### src/rtl/tmr_pkg.sv
package tmr_pkg;

    typedef enum logic [1:0] {
        SRC_PCLK = 2'd0,
        SRC_SUB  = 2'd1,
        SRC_EXT  = 2'd2,
        SRC_NBR  = 2'd3
    } tmr_src_e;

    localparam int unsigned DIV_CODE_W = 3;
    localparam int unsigned N_SAMPLED  = 3;

    // log2 of the division ratio for a code; the top code depends on the table
    function automatic int unsigned div_log2(input logic [DIV_CODE_W-1:0] code,
                                             input int unsigned top_log2);
        int unsigned r;
        if (code == {DIV_CODE_W{1'b1}}) r = top_log2;
        else                            r = int'(code);
        return r;
    endfunction

endpackage

### src/rtl/tmr_edge_sync.sv
module tmr_edge_sync #(
    parameter int unsigned STAGES = 2
) (
    input  logic clk_i,
    input  logic rst_ni,
    input  logic async_i,
    output logic rise_o
);
    localparam int unsigned SH_W = STAGES + 1;

    typedef struct packed {
        logic [SH_W-1:0] sh;
    } sync_st_t;

    sync_st_t st_d, st_q;

    always_comb begin
        st_d    = st_q;
        st_d.sh = {st_q.sh[SH_W-2:0], async_i};
    end

    always_ff @(posedge clk_i or negedge rst_ni) begin
        if (!rst_ni) st_q <= '0;
        else         st_q <= st_d;
    end

    // last synchronized stage high while the delayed copy is still low
    assign rise_o = st_q.sh[STAGES-1] & ~st_q.sh[STAGES];

endmodule

### src/rtl/tmr_prescaler.sv
module tmr_prescaler
    import tmr_pkg::*;
#(
    parameter bit LONG_DIV = 1'b0
) (
    input  logic                  clk_i,
    input  logic                  rst_ni,
    input  logic                  ev_i,
    input  logic                  restart_i,
    input  logic [DIV_CODE_W-1:0] div_sel_i,
    output logic                  tick_o
);
    localparam int unsigned TOP_LOG2 = LONG_DIV ? 15 : 7;
    localparam int unsigned PW       = TOP_LOG2;

    typedef struct packed {
        logic [PW-1:0] cnt;
    } pre_st_t;

    pre_st_t     st_d, st_q;
    logic [PW:0] span;
    logic [PW-1:0] limit;

    always_comb begin
        span  = (PW+1)'(1) << div_log2(div_sel_i, TOP_LOG2);
        limit = PW'(span - (PW+1)'(1));
    end

    always_comb begin
        st_d   = st_q;
        tick_o = 1'b0;
        if (restart_i) begin
            st_d.cnt = '0;
        end else if (ev_i) begin
            if (st_q.cnt == limit) begin
                tick_o   = 1'b1;
                st_d.cnt = '0;
            end else begin
                st_d.cnt = st_q.cnt + PW'(1);
            end
        end
    end

    always_ff @(posedge clk_i or negedge rst_ni) begin
        if (!rst_ni) st_q <= '0;
        else         st_q <= st_d;
    end

endmodule

### src/rtl/tick_counter16.sv
module tick_counter16
    import tmr_pkg::*;
#(
    parameter bit          LONG_DIV    = 1'b0,
    parameter bit          HAS_CASCADE = 1'b1,
    parameter int unsigned SYNC_STAGES = 2,
    parameter int unsigned CNT_W       = 16
) (
    input  logic                  clk_i,
    input  logic                  rst_ni,
    input  logic                  sub_clk_i,
    input  logic                  ext_clk_i,
    input  logic                  nbr_cmp_i,
    input  logic [1:0]            src_sel_i,
    input  logic [DIV_CODE_W-1:0] div_sel_i,
    input  logic                  ovf_clr_i,
    output logic [7:0]            cnt_hi_o,
    output logic [7:0]            cnt_lo_o,
    output logic                  ovf_o
);
    localparam int unsigned CFG_W = 2 + DIV_CODE_W;
    localparam int unsigned HALF  = CNT_W / 2;

    typedef struct packed {
        logic [CNT_W-1:0] cnt;
        logic             ovf;
        logic [CFG_W-1:0] cfg;
    } top_st_t;

    top_st_t              st_d, st_q;
    logic [N_SAMPLED-1:0] raw_in;
    logic [N_SAMPLED-1:0] rise;
    logic                 ev;
    logic                 restart;
    logic                 tick;
    tmr_src_e             src;

    assign raw_in = {nbr_cmp_i, ext_clk_i, sub_clk_i};
    assign src    = tmr_src_e'(src_sel_i);

    // one synchronizer per sampled source; the neighbour one only when cascading
    for (genvar g = 0; g < N_SAMPLED; g++) begin : g_sync
        if (g == N_SAMPLED - 1 && !HAS_CASCADE) begin : g_none
            assign rise[g] = 1'b0;
        end else begin : g_inst
            tmr_edge_sync #(.STAGES(SYNC_STAGES)) u_sync (
                .clk_i  (clk_i),
                .rst_ni (rst_ni),
                .async_i(raw_in[g]),
                .rise_o (rise[g])
            );
        end
    end

    always_comb begin
        unique case (src)
            SRC_PCLK: ev = 1'b1;
            SRC_SUB:  ev = rise[0];
            SRC_EXT:  ev = rise[1];
            SRC_NBR:  ev = rise[2];
            default:  ev = 1'b0;
        endcase
    end

    assign restart = {src_sel_i, div_sel_i} != st_q.cfg;

    tmr_prescaler #(.LONG_DIV(LONG_DIV)) u_pre (
        .clk_i    (clk_i),
        .rst_ni   (rst_ni),
        .ev_i     (ev),
        .restart_i(restart),
        .div_sel_i(div_sel_i),
        .tick_o   (tick)
    );

    always_comb begin
        st_d     = st_q;
        st_d.cfg = {src_sel_i, div_sel_i};
        if (tick) st_d.cnt = st_q.cnt + CNT_W'(1);
        // a wrap sets the flag even when a clear arrives in the same cycle
        st_d.ovf = (tick && (&st_q.cnt)) || (st_q.ovf && !ovf_clr_i);
    end

    always_ff @(posedge clk_i or negedge rst_ni) begin
        if (!rst_ni) st_q <= '0;
        else         st_q <= st_d;
    end

    assign cnt_hi_o = st_q.cnt[CNT_W-1:HALF];
    assign cnt_lo_o = st_q.cnt[HALF-1:0];
    assign ovf_o    = st_q.ovf;

endmodule

### config.mk
export PLATFORM = sky130hd
export DESIGN_NAME = tick_counter16
export DESIGN_NICKNAME = d
export VERILOG_FILES = /design/src/rtl/tmr_pkg.sv /design/src/rtl/tmr_edge_sync.sv /design/src/rtl/tmr_prescaler.sv /design/src/rtl/tick_counter16.sv
export SDC_FILE = /design/constraint.sdc
export NUM_CORES = 1
export LEC_CHECK = 0
export ABC_AREA = 0
export BUFFER_PORTS_ARGS = -buffer_cell sky130_fd_sc_hd__buf_2
export CAP_MARGIN = 20
export CORE_MARGIN = 3
export CORE_UTILIZATION = 24
export DETAILED_ROUTE_END_ITERATION = 10
export SYNTH_ARGS = -nofsm -noshare
export SYNTH_HDL_FRONTEND = slang
export SYNTH_SLANG_ARGS = --single-unit
### constraint.sdc
create_clock -name clk_i -period 2.4 [get_ports clk_i]
set_clock_uncertainty 0.1 [all_clocks]
set_input_delay 0.12 -clock clk_i [delete_from_list [all_inputs] [get_ports clk_i]]
set_output_delay 0.12 -clock clk_i [all_outputs]
set_load 0.01 [all_outputs]
* Yosys cells after proc, flatten, opt, wreduce, memory -nomap -nowiden
Index checks and enable logic that the tools add are counted.
Cells by class: $add $sub $neg 3, equal/unequal tests 6, shift-type cells 1, muxes and demuxes 8, bitwise gates (word level) 6, reduce and logical (&&, ||, !) cells 7
Operators by type and width (count):
- $mux W7 | 3
- $add A16 B1 Y16 const B | 1
- $reduce_and A16 Y1 | 1
- $add A7 B1 Y7 const B | 1
- $eq A7 B7 Y1 | 1
- $shl A1 B3 Y7 const A | 1
- $sub A7 B1 Y7 const B | 1
- $ne A5 B5 Y1 | 1
- $eq A2 B2 Y1 const B | 2
- $pmux W1 S4 | 1
- $and A1 B1 Y1 | 3
- $eq A3 B3 Y1 const B | 1
- $mux W1 | 3
- $mux W3 | 1
- $not A1 Y1 | 3
- $eq A2 B1 Y1 const B | 1
- $logic_and A1 B1 Y1 | 2
- $logic_not A2 Y1 | 1
- $reduce_bool A2 Y1 | 1
- $logic_not A1 Y1 | 1
- $logic_or A1 B1 Y1 | 1
Word-level totals: flip-flop bits (word level) 38, output and inout bits 17, word-level logic and storage cells 38

* Longest topological paths before layout
Gate-level depths: netlist of the first run.
depth in word-level cells 10, gate-level depth with buffers 9, gate-level depth less buffers 6

* Modules after synthesis
Synthesis of the first run repeated with hierarchy kept, for this count alone.
Unflattened totals: cell total of the unflattened synthesis 163, area total of the unflattened synthesis 1876.8 sq um
Modules (own cells, without submodules):
- tick_counter16 | instances 1, cells each 91, area each 1056.0 sq um
- tmr_prescaler | instances 1, cells each 60, area each 554.3 sq um
- tmr_edge_sync | instances 3, cells each 4, area each 88.8 sq um

* Least setup slack after synthesis of the first run
OpenSTA, ideal clock, no wires.
kind register to register, start register u_pre.st_q[6] (netlist name), end register st_q (netlist bit cnt_hi_o[0]), setup time 0.079 ns, arrival time 1.786 ns, required time 2.221 ns, slack 0.435 ns, stages on the path, launching flop included 8, clock period less this slack 1.965 ns, cell sequence dfrtp_1 > clkbuf_1 > maj3_2 > o21ai_1 > nand4_2 > buf_2 > nor4_1 > xor2_1
On the way: longest elaborated chain between the ends 4
Ends and longest elaborated chain:
- start, declared | line tmr_prescaler.sv:20 | pre_st_t st_d, st_q;
- start signal, assigned | line tmr_prescaler.sv:46 | else st_q <= st_d;
- $eq A7 B7 Y1 | line tmr_prescaler.sv:35 | if (st_q.cnt == limit) begin
- $mux W1 | line tmr_prescaler.sv:35
- $mux W1 | line tmr_prescaler.sv:34 | end else if (ev_i) begin
- $mux W1 | line tmr_prescaler.sv:32 | if (restart_i) begin
- end signal, assigned | line tick_counter16.sv:86 | else st_q <= st_d;
- end, declared | line tick_counter16.sv:30 | top_st_t st_d, st_q;
Every way passes these cells. A chain may end at the register's enable or synchronous reset.

* Final worst setup path of the first run
start input port div_sel_i[1], end register st_q (netlist bit cnt_lo_o[1])
On the way: longest elaborated chain between the ends 8, elaborated cells between the ends (all ways) 9, classes of those cells add/sub (1); eq/ne (3); shift (1); mux (4)
Ends and longest elaborated chain:
- start, declared | line tick_counter16.sv:15 | input logic [DIV_CODE_W-1:0] div_sel_i,
- $eq A3 B3 Y1 | line tmr_pkg.sv:17 | if (code == {DIV_CODE_W{1'b1}}) r = top_log2;
- $mux W3 | line tmr_pkg.sv:17
- $shl A1 B3 Y7 | line tmr_prescaler.sv:25 | span = (PW+1)'(1) << div_log2(div_sel_i, TOP_LOG2);
- $sub A7 B1 Y7 | line tmr_prescaler.sv:26 | limit = PW'(span - (PW+1)'(1));
- $eq A7 B7 Y1 | line tmr_prescaler.sv:35
- $mux W1 | line tmr_prescaler.sv:35
- $mux W1 | line tmr_prescaler.sv:34
- $mux W1 * | line tmr_prescaler.sv:32
Mark *: on every way between the ends. The rest lies on a longest branch, timed or not.

==> results.yml, run 1 <==
grt:
  grt_pass1_vias: 1331
  grt_pass1_wl_mm: 6.30
  grt_usage: 0.0869
  grt_antenna_before_repair: 0
  grt_start_max_net_pins: 39
  overflow: 0
timing:
  finalCritPeriodShare: 0.925
  finalCriticalPeriod_ns: 2.22
  setup_tns_ns: 0
  whs_ns: 0.249
  finalHoldViolCount: 0
  rsz0062_at_grt: "no"
  drv_slew: 0
  relSlewSlack: 0.454
  setup_viol_count_final: 0
  worst_slew_pin_slew_ns: 0.818
  fmax_ghz: 0.451
place:
  portBuffers: 27
  placed_area_um2: 2090
  hpwl_mm: 2.62
  gp_congestion: 0.762
die:
  dieHeight_um: 96.6
  die_x_um: 96.6
  initial_core_util: 0.251
  num_rows: 32
  ios: 28
  die_area_um2: 9330
  core-area_um2: 7850
cells_and_area:
  antenna_cells: 0
  stdcell_area_um2: 2280
  drive_gt1_frac: 0.229
  nNetsFinal: 228
  n_fill_cell: 847
  area.growth.synth_to_final_pct: 15.7
clock_tree:
  cts_sinks: 38
  cts_max_level: 2
  clkLatencyLatePin_ns: 0.28
  clk_pin_slew_ns: 0.07
  cts_tree: "built"
  root_buffer: "clkbuf_8"
  cts_buffers: 5
  cts_max_path_buffers: 2
  cts_setup_buffers: 0
worst_setup_path:
  critical_path_class: "in2reg"
  startpoint_type: "input pin"
  endpoint_kind: "flip-flop"
  required_ns: 2.47
  crit_chain: "dlygate4sd3_1 -> buf_2 -> inv_1 -> maj3_2 -> o21ai_1 -> nand4_2 -> buf_12 -> or2_1 -> mux2_1"
  crit_fanout: 24
  arrival_ns: 2.29
  rr_worst_depth: 7
  cp_slowest_stage_delay_ns: 0.52
  slowest_stage: "dlygate4sd3_1"
synthesis:
  postSynth.asyncResetShare: 1.00
  synth-main-ff-cell: "dfrtp_1"
  synth_top_family_by_area: "simple AND/OR/NAND/NOR gates"
  synth_xor_area_frac: 0.0934
  post-synth-top-area-fraction: 0.483
  syn_inst: 192
  yosysTopAreaCell: "dfrtp_1"
  synth_area_per_cell_um2: 10.3
  synth_edf_count: 0
  yosys_register_bits: 38
  post-synth-top-count-cell: "dfrtp_1"
  ys_warn_count: 0
  synth_nets: 205
  yosys.cell_types.count: 42
  synth-simple-area-share: 0.231
  synth_compound_area_frac: 0.0629
  netlist_area_um2: 1970
  synthMuxAreaShare: 0.00572
  yosysSeqAreaShare: 0.483
  synth.area.top_cells: "dfrtp_1, xor2_1, buf_4"
  ys_top_cells_by_count: "dfrtp_1, nand2_1, buf_4, xor2_1, nand3_1"
  synthAdderAreaFrac: 0.0184
power:
  power_density_nw_per_um2: 509
  p_clk_frac: 0.364
  internal_power_w: 0.000909
  sequentialPowerShare: 0.567
  max-vdd-ir-drop_v: 0.000251
  p_sw_w: 0.000251
  leakage_nw: 1.03
  swShare: 0.217
  combPwrFrac: 0.069
detailed_routing:
  avgViaCountPerCell: 4.35
  wl_per_cell_um: 11.8
  drc: 0
  drtIter0Drc: 95
  drt_pass1_iterations: 4
  ant_nets: 0
  vias: 1376
  wl_mm: 3.71
flow_run:
  drv_cap: 0
status:
  outcome: "completed"
worst_hold_path:
  hold_class: "reg2reg"
  whs_path_depth: 0
## per-layer routing
layer | track usage | vias up | routed length, um | share of wire
met2 | 0.134 | 20 | 1690 | 0.46
met3 | 0.0209 | 4 | 107 | 0.029
met4 | 0.0374 | 0 | 46 | 0.012
met1 | 0.116 | 655 | 1870 | 0.50
li1 | - | 697 | - | -
met5 | 0 | - | 0 | 0
## state kept, by name, summed over array words and instances, names as in the netlist
name,count
ovf_o,1
st_q,5
g_sync.g_inst.u_sync.st_q,9
u_pre.st_q,7
cnt_lo_o,8
cnt_hi_o,8
## what timing repair did
action / CTS / global route
hold endpoints to repair: 47 / 0
endpoints found under the setup margin: 0 / 3
hold buffers: 10 / 0
resized for setup: 0 / 2
## power groups by stage
| stage | clock network, W | registers, W | logic [W] |
|---|---|---|---|
| 2_1_floorplan | 0 | 0.000669 | 0.0000402 |
| 3_3_place_gp | 0 | 0.000670 | 0.0000684 |
| 3_5_place_dp | 0 | 0.000670 | 0.0000695 |
| 4_1_cts | 0.000442 | 0.000658 | 0.0000822 |
| 5_1_grt | 0.000465 | 0.000659 | 0.0000921 |
| 6_report | 0.000422 | 0.000658 | 0.0000803 |
## placed cells by master, fill, tap and decap left out, types with 2 or more instances in the layout
cell	Yosys	routed
dfrtp_1	38	38
nor4_1	5	5
a21oi_1	7	7
ha_1	2	2
nor2_1	5	5
inv_1	7	7
xnor2_1	4	4
buf_2	1	27
nor3b_1	2	2
o21ai_0	5	5
clkbuf_8	0	6
nand3_1	11	11
nor3_1	9	9
xor2_1	17	17
nand4_1	3	3
nand2_1	19	19
buf_4	17	3
a31oi_1	2	2
dlygate4sd3_1	0	10
nand2b_1	3	3
nor4_2	6	6
## critical path: cells and delay by family
| kind | cells | cell delay, ns |
|---|---|---|
| AO/OA/AOI/OAI | 1 | 0.16 |
| adder cells (fa/ha/maj) | 1 | 0.29 |
| buffers and inverters | 4 | 0.99 |
| multiplexers | 1 | 0.32 |
| AND/OR/NAND/NOR | 2 | 0.40 |
## worst paths after layout
kind / slack, ns / start / end
max in group asynchronous: 1.30 / rst_ni / g_sync[0].g_inst.u_sync.st_q[0]
min reg2reg: 0.25 / g_sync[1].g_inst.u_sync.st_q[0] / g_sync[1].g_inst.u_sync.st_q[1]
max reg2reg: 0.24 / u_pre.st_q[0] / cnt_lo_o[1]
min in group asynchronous: 0.38 / rst_ni / u_pre.st_q[5]
max: 0.18 / div_sel_i[1] / cnt_lo_o[1]
min: 0.25 / g_sync[1].g_inst.u_sync.st_q[0] / g_sync[1].g_inst.u_sync.st_q[1]
## kinds of logic (layout without fill, tap and decap cells)
logic type	count (synthesis)	count (layout)
flip-flops	38	38
AO/OA/AOI/OAI	21	21
adder cells (fa/ha/maj)	3	3
XOR/XNOR	21	21
AND/OR/NAND/NOR	76	76
buffers and inverters	32	54
multiplexers	1	1
## stage by stage
step                      setup WS (ns)  std cells   util  total power (W)
final                             0.181        316  0.290          0.00116
after global routing             0.0358        316  0.290          0.00122
after CTS                        0.0139        316  0.290          0.00118
after detailed placement          0.226        300  0.267         0.000740
after global placement            0.267        300  0.267         0.000738
after floorplan                   0.435        192      -         0.000709
## cell type report
| cell class | instances | area [um2] | area share |
|---|---|---|---|
| inverters | 7 | 26.3 | 0.0115 |
| repair buffers | 41 | 278 | 0.122 |
| clock buffers | 6 | 82.6 | 0.0362 |
| well taps | 102 | 128 | 0.0560 |
| multi-input cells | 122 | 813 | 0.357 |
| flip-flops and latches | 38 | 951 | 0.417 |
Power figures use the tool's default switching activity.
==> run 2: changes to the inputs <==
--- a/config.mk
+++ b/config.mk
@@ -11,6 +11,7 @@
 export CORE_MARGIN = 3
 export CORE_UTILIZATION = 24
 export DETAILED_ROUTE_END_ITERATION = 10
+export PLACE_DENSITY = 0.52
 export SYNTH_ARGS = -nofsm -noshare
 export SYNTH_HDL_FRONTEND = slang
 export SYNTH_SLANG_ARGS = --single-unit
==> results.yml, run 2 (synthesized netlist as in run 1, its figures left out) <==
worst_setup_path:
  arrival_ns: 2.35
  cp_slowest_stage_delay_ns: 0.52
  cp_top_family: "buffers and inverters"
  required_ns: 2.51
  path_buf_inv: 4
  endpoint_kind: "flip-flop"
  critical_path_class: "in2reg"
  startpoint_type: "input pin"
  crit_chain: "dlygate4sd3_1 -> buf_2 -> inv_1 -> maj3_2 -> o21ai_1 -> nand4_2 -> buf_4 -> nor4b_1 -> xor2_1"
  crit_fanout: 13
  slowest_stage: "dlygate4sd3_1"
grt:
  grt_antenna_before_repair: 0
  overflow: 0
  grt_start_max_net_pins: 39
  grt_pass1_vias: 1546
  grt_usage: 0.0996
  grt_pass1_wl_mm: 7.10
timing:
  drv_slew: 0
  fmax_ghz: 0.448
  setup_viol_count_final: 0
  finalHoldViolCount: 0
  relSlewSlack: 0.424
  rsz0062_at_grt: "no"
  finalCritPeriodShare: 0.931
  setup_tns_ns: 0
  finalCriticalPeriod_ns: 2.23
  worst_slew_pin_slew_ns: 0.864
cells_and_area:
  fin_cells: 322
  largest_register_ffs: 9
  antenna_cells: 0
  nNetsFinal: 232
  drive_gt1_frac: 0.241
  n_fill_cell: 836
  stdcell_area_um2: 2300
  area.growth.synth_to_final_pct: 16.9
  top_register: "g_sync.g_inst.u_sync.st_q"
  final_common_cell: "dfrtp_1"
  final-seq-area_um2: 951
  utilization: 0.293
  multi_input_area_um2: 811
  final_cell_mix: "dfrtp_1, buf_2, nand2_1, xor2_1, nand3_1"
detailed_routing:
  wl_per_cell_um: 12.2
  wl_mm: 3.92
  vias: 1424
  avgViaCountPerCell: 4.42
  drt_pass1_iterations: 4
  drc: 0
  drtIter0Drc: 82
  ant_nets: 0
die:
  dieHeight_um: 96.6
  ios: 28
  die_x_um: 96.6
  die_area_um2: 9330
  initial_core_util: 0.251
  core-area_um2: 7850
  num_rows: 32
power:
  power_density_nw_per_um2: 519
  p_total_w: 0.00119
  max-vdd-ir-drop_v: 0.000182
  leakage_nw: 1.05
place:
  gp_congestion: 0.769
  hpwl_mm: 2.75
  portBuffers: 27
  dp_cells: 304
  placed_area_um2: 2110
clock_tree:
  ctsResizeCount: 0
  cts_tree: "built"
  hold_buffers: 10
  clkLatencyLatePin_ns: 0.29
  clk_pin_slew_ns: 0.07
  cts_max_level: 2
  cts_sinks: 38
  cts_buffers: 5
  cts_max_path_buffers: 2
  root_buffer: "clkbuf_8"
  cts_setup_buffers: 0
status:
  outcome: "completed"
worst_hold_path:
  hold_class: "reg2reg"
flow_run:
  drv_cap: 0
[run 2: cell type report]
| class | instances | area share |
|---|---|---|
| inverter | 7 | 0.0114 |
| clock inverter | 1 | 0.00217 |
| sequential | 38 | 0.413 |
| multi-input combinational | 122 | 0.352 |
| clock buffer | 7 | 0.0375 |
| timing repair buffer | 45 | 0.128 |
| tap | 102 | 0.0554 |
[run 2: per-layer routing]
metal	track usage	share of wire	vias to the layer above
li1	-	-	704
met1	0.133	0.49	670
met2	0.144	0.43	39
met3	0.0271	0.054	11
met4	0.0572	0.027	0
met5	0	0	-
[run 2: power by group]
part	leakage (nW)	switching, W	total (W)	internal [W]
sequential	0.493	0.00000454	0.000657	0.000652
combinational	0.509	0.0000465	0.0000819	0.0000354
clock	0.0482	0.000224	0.000456	0.000232
[run 2: path summary, 6_finish.rpt]
kind | cells past startpoint | startpoint | slack (ns) | to
worst max-delay path | 9 | div_sel_i[1] | 0.17 | cnt_hi_o[2]
worst min-delay path | 0 | g_sync[1].g_inst.u_sync.st_q[0] | 0.25 | g_sync[1].g_inst.u_sync.st_q[1]
worst max register to register | 5 | u_pre.st_q[3] | 0.28 | cnt_hi_o[2]
worst min register to register | 0 | g_sync[1].g_inst.u_sync.st_q[0] | 0.25 | g_sync[1].g_inst.u_sync.st_q[1]
max in group asynchronous | 2 | rst_ni | 1.27 | st_q[2]
min in group asynchronous | 2 | rst_ni | 0.39 | cnt_hi_o[6]
[run 2: metrics by stage]
| stage | hold WS, ns | setup slack [ns] |
|---|---|---|
| after floorplan | -0.276 | 0.435 |
| after global placement | 0.131 | 0.315 |
| after detailed placement | 0.129 | 0.311 |
| after CTS | 0.253 | 0.167 |
| after global routing | 0.265 | 0.00917 |
| final | 0.251 | 0.166 |
==> run 3: changes to the inputs <==
--- a/config.mk
+++ b/config.mk
@@ -8,6 +8,7 @@
 export ABC_AREA = 0
 export BUFFER_PORTS_ARGS = -buffer_cell sky130_fd_sc_hd__buf_2
 export CAP_MARGIN = 20
+export CORE_ASPECT_RATIO = 1.1
 export CORE_MARGIN = 3
 export CORE_UTILIZATION = 24
 export DETAILED_ROUTE_END_ITERATION = 10
==> constraint.sdc (replaced) <==
create_clock -name clk_i -period 2.7 [get_ports clk_i]
set_clock_uncertainty 0.1 [all_clocks]
set_input_delay 0.135 -clock clk_i [delete_from_list [all_inputs] [get_ports clk_i]]
set_output_delay 0.135 -clock clk_i [all_outputs]
set_load 0.01 [all_outputs]
==> results.yml, run 3 (synthesized netlist as in run 1, its figures left out) <==
status:
  outcome: "completed"
die:
  die_x_um: 92.4
  initial_core_util: 0.248
  ios: 28
  core-area_um2: 7960
  num_rows: 34
  die_area_um2: 9330
  dieHeight_um: 101
cells_and_area:
  nNetsFinal: 226
  final_cell_mix: "dfrtp_1, buf_2, nand2_1, xor2_1, nand3_1"
  drive_gt1_frac: 0.216
  fin_cells: 321
  largest_register_ffs: 9
  stdcell_area_um2: 2250
  n_fill_cell: 860
  multi_input_area_um2: 811
  final_common_cell: "dfrtp_1"
  final-seq-area_um2: 951
  area.growth.synth_to_final_pct: 14.1
  top_register: "g_sync.g_inst.u_sync.st_q"
  antenna_cells: 0
grt:
  grtUsageMet1: 0.107
  grt_pass1_wl_mm: 6.68
  grt_use_met3: 0.0142
  grt_start_max_net_pins: 39
  grt_usage: 0.0898
  grt_antenna_before_repair: 0
  met2_usage: 0.151
  grt-busiest-layer: "met2"
  grt_pass1_vias: 1393
  overflow: 0
power:
  power_density_nw_per_um2: 453
  internal_power_w: 0.000787
  max-vdd-ir-drop_v: 0.000184
  combPwrFrac: 0.069
  leakage_nw: 1.01
  p_clk_frac: 0.356
  sequentialPowerShare: 0.575
  p_sw_w: 0.000229
  swShare: 0.226
worst_setup_path:
  endpoint_kind: "flip-flop"
  r2r-start: "st_q[1]"
  path_buf_inv: 3
  arrival_ns: 2.53
  crit_path_frequent_cell: "xor2_1"
  cp_top_family: "simple AND/OR/NAND/NOR gates"
  crit_fanout: 11
  slowest_stage: "dlygate4sd3_1"
  rr_worst_depth: 7
  required_ns: 2.81
  startpoint_type: "input pin"
  crit_cells: 9
  regToRegEndpoint: "cnt_hi_o[4]"
  crit_chain: "dlygate4sd3_1 -> buf_2 -> xor2_1 -> nor3_2 -> nand3_2 -> or2_1 -> buf_4 -> nor4_2 -> xor2_1"
  cp_slowest_stage_delay_ns: 0.53
  r2r_slack_ns: 0.50
  critical_path_class: "in2reg"
clock_tree:
  root_buffer: "clkbuf_8"
  cts_sinks: 38
  cts_tree: "built"
  cts_setup_buffers: 0
  cts_buffers: 5
  cts_max_path_buffers: 2
  clk_pin_slew_ns: 0.07
  cts_max_level: 2
  clkLatencyLatePin_ns: 0.28
timing:
  relSlewSlack: 0.443
  fin_ws_ns: 0.276
  finalHoldViolCount: 0
  worst_slew_pin_slew_ns: 0.835
  setup_viol_count_final: 0
  finalCriticalPeriod_ns: 2.42
  drv_slew: 0
  fmax_ghz: 0.412
  rsz0062_at_grt: "no"
  setup_tns_ns: 0
  finalCritPeriodShare: 0.898
flow_run:
  drv_cap: 0
worst_hold_path:
  whs_path_depth: 3
  hold_class: "in2reg"
  min_from: "ovf_clr_i"
  hold_end: "ovf_o"
detailed_routing:
  avgViaCountPerCell: 4.38
  drt_pass1_iterations: 4
  drc: 0
  drtIter0Drc: 99
  ant_nets: 0
  wl_mm: 3.83
  vias: 1407
  wl_per_cell_um: 11.9
place:
  placed_area_um2: 2080
  dp_cells: 305
  hpwl_mm: 2.68
  portBuffers: 27
  gp_congestion: 0.727
  place_ws_ns: 0.502
## run 3: changes by cell type in the layout (fill, tap and decap cells not counted), sizes merged
cell	previous run	this run
buf	35	30
clkinv	1	0
dlygate4sd3	10	9
## run 3: what timing repair did
action                    CTS  global route
hold buffers                9             0
gates resized for setup     0             0
hold endpoints to repair   46             0
## run 3: cell type report
class                      instances  area share
inverter                           7      0.0117
multi-input combinational        122       0.361
timing repair buffer              39       0.110
sequential                        38       0.423
clock buffer                       7      0.0340
tap                              108      0.0601
## run 3: worst register-to-register path: cells and delay by family (launching register included)
family	cells	cell delay [ns]
simple gates	4	1.11
xor+xnor	2	0.31
buf+inv	1	0.23
flops	1	0.37
## run 3: how the worst max path moves through the flow
stage                              from     endpoint  slack (ns)
after floorplan           u_pre.st_q[6]  cnt_hi_o[0]        0.73
after global placement          st_q[1]  cnt_hi_o[4]        0.53
after detailed placement        st_q[1]  cnt_lo_o[1]        0.50
after CTS                  div_sel_i[1]  cnt_lo_o[1]        0.27
after global routing       div_sel_i[1]  cnt_hi_o[4]        0.08
final                      div_sel_i[1]  cnt_hi_o[4]        0.28
## run 3: power groups by stage
stage	Sequential, W	Clock (W)	Combinational [W]
after floorplan	0.000595	0	0.0000357
after global placement	0.000595	0	0.0000607
after detailed placement	0.000596	0	0.0000621
after CTS	0.000585	0.000384	0.0000722
after global routing	0.000586	0.000402	0.0000802
final	0.000585	0.000362	0.0000702
## run 3: through the flow
step	hold slack, ns	power [W]	utilization
after floorplan	-0.261	0.000630	-
after global placement	0.145	0.000656	0.262
after detailed placement	0.144	0.000658	0.262
after CTS	0.0327	0.00104	0.282
after global routing	0.0900	0.00107	0.282
final	0.0339	0.00102	0.282
## run 3: routing by layer
layer  wire (um)  part of all wire
met1        1760              0.46
met2        1880              0.49
met3          77             0.020
met4         111             0.029
met5           0                 0
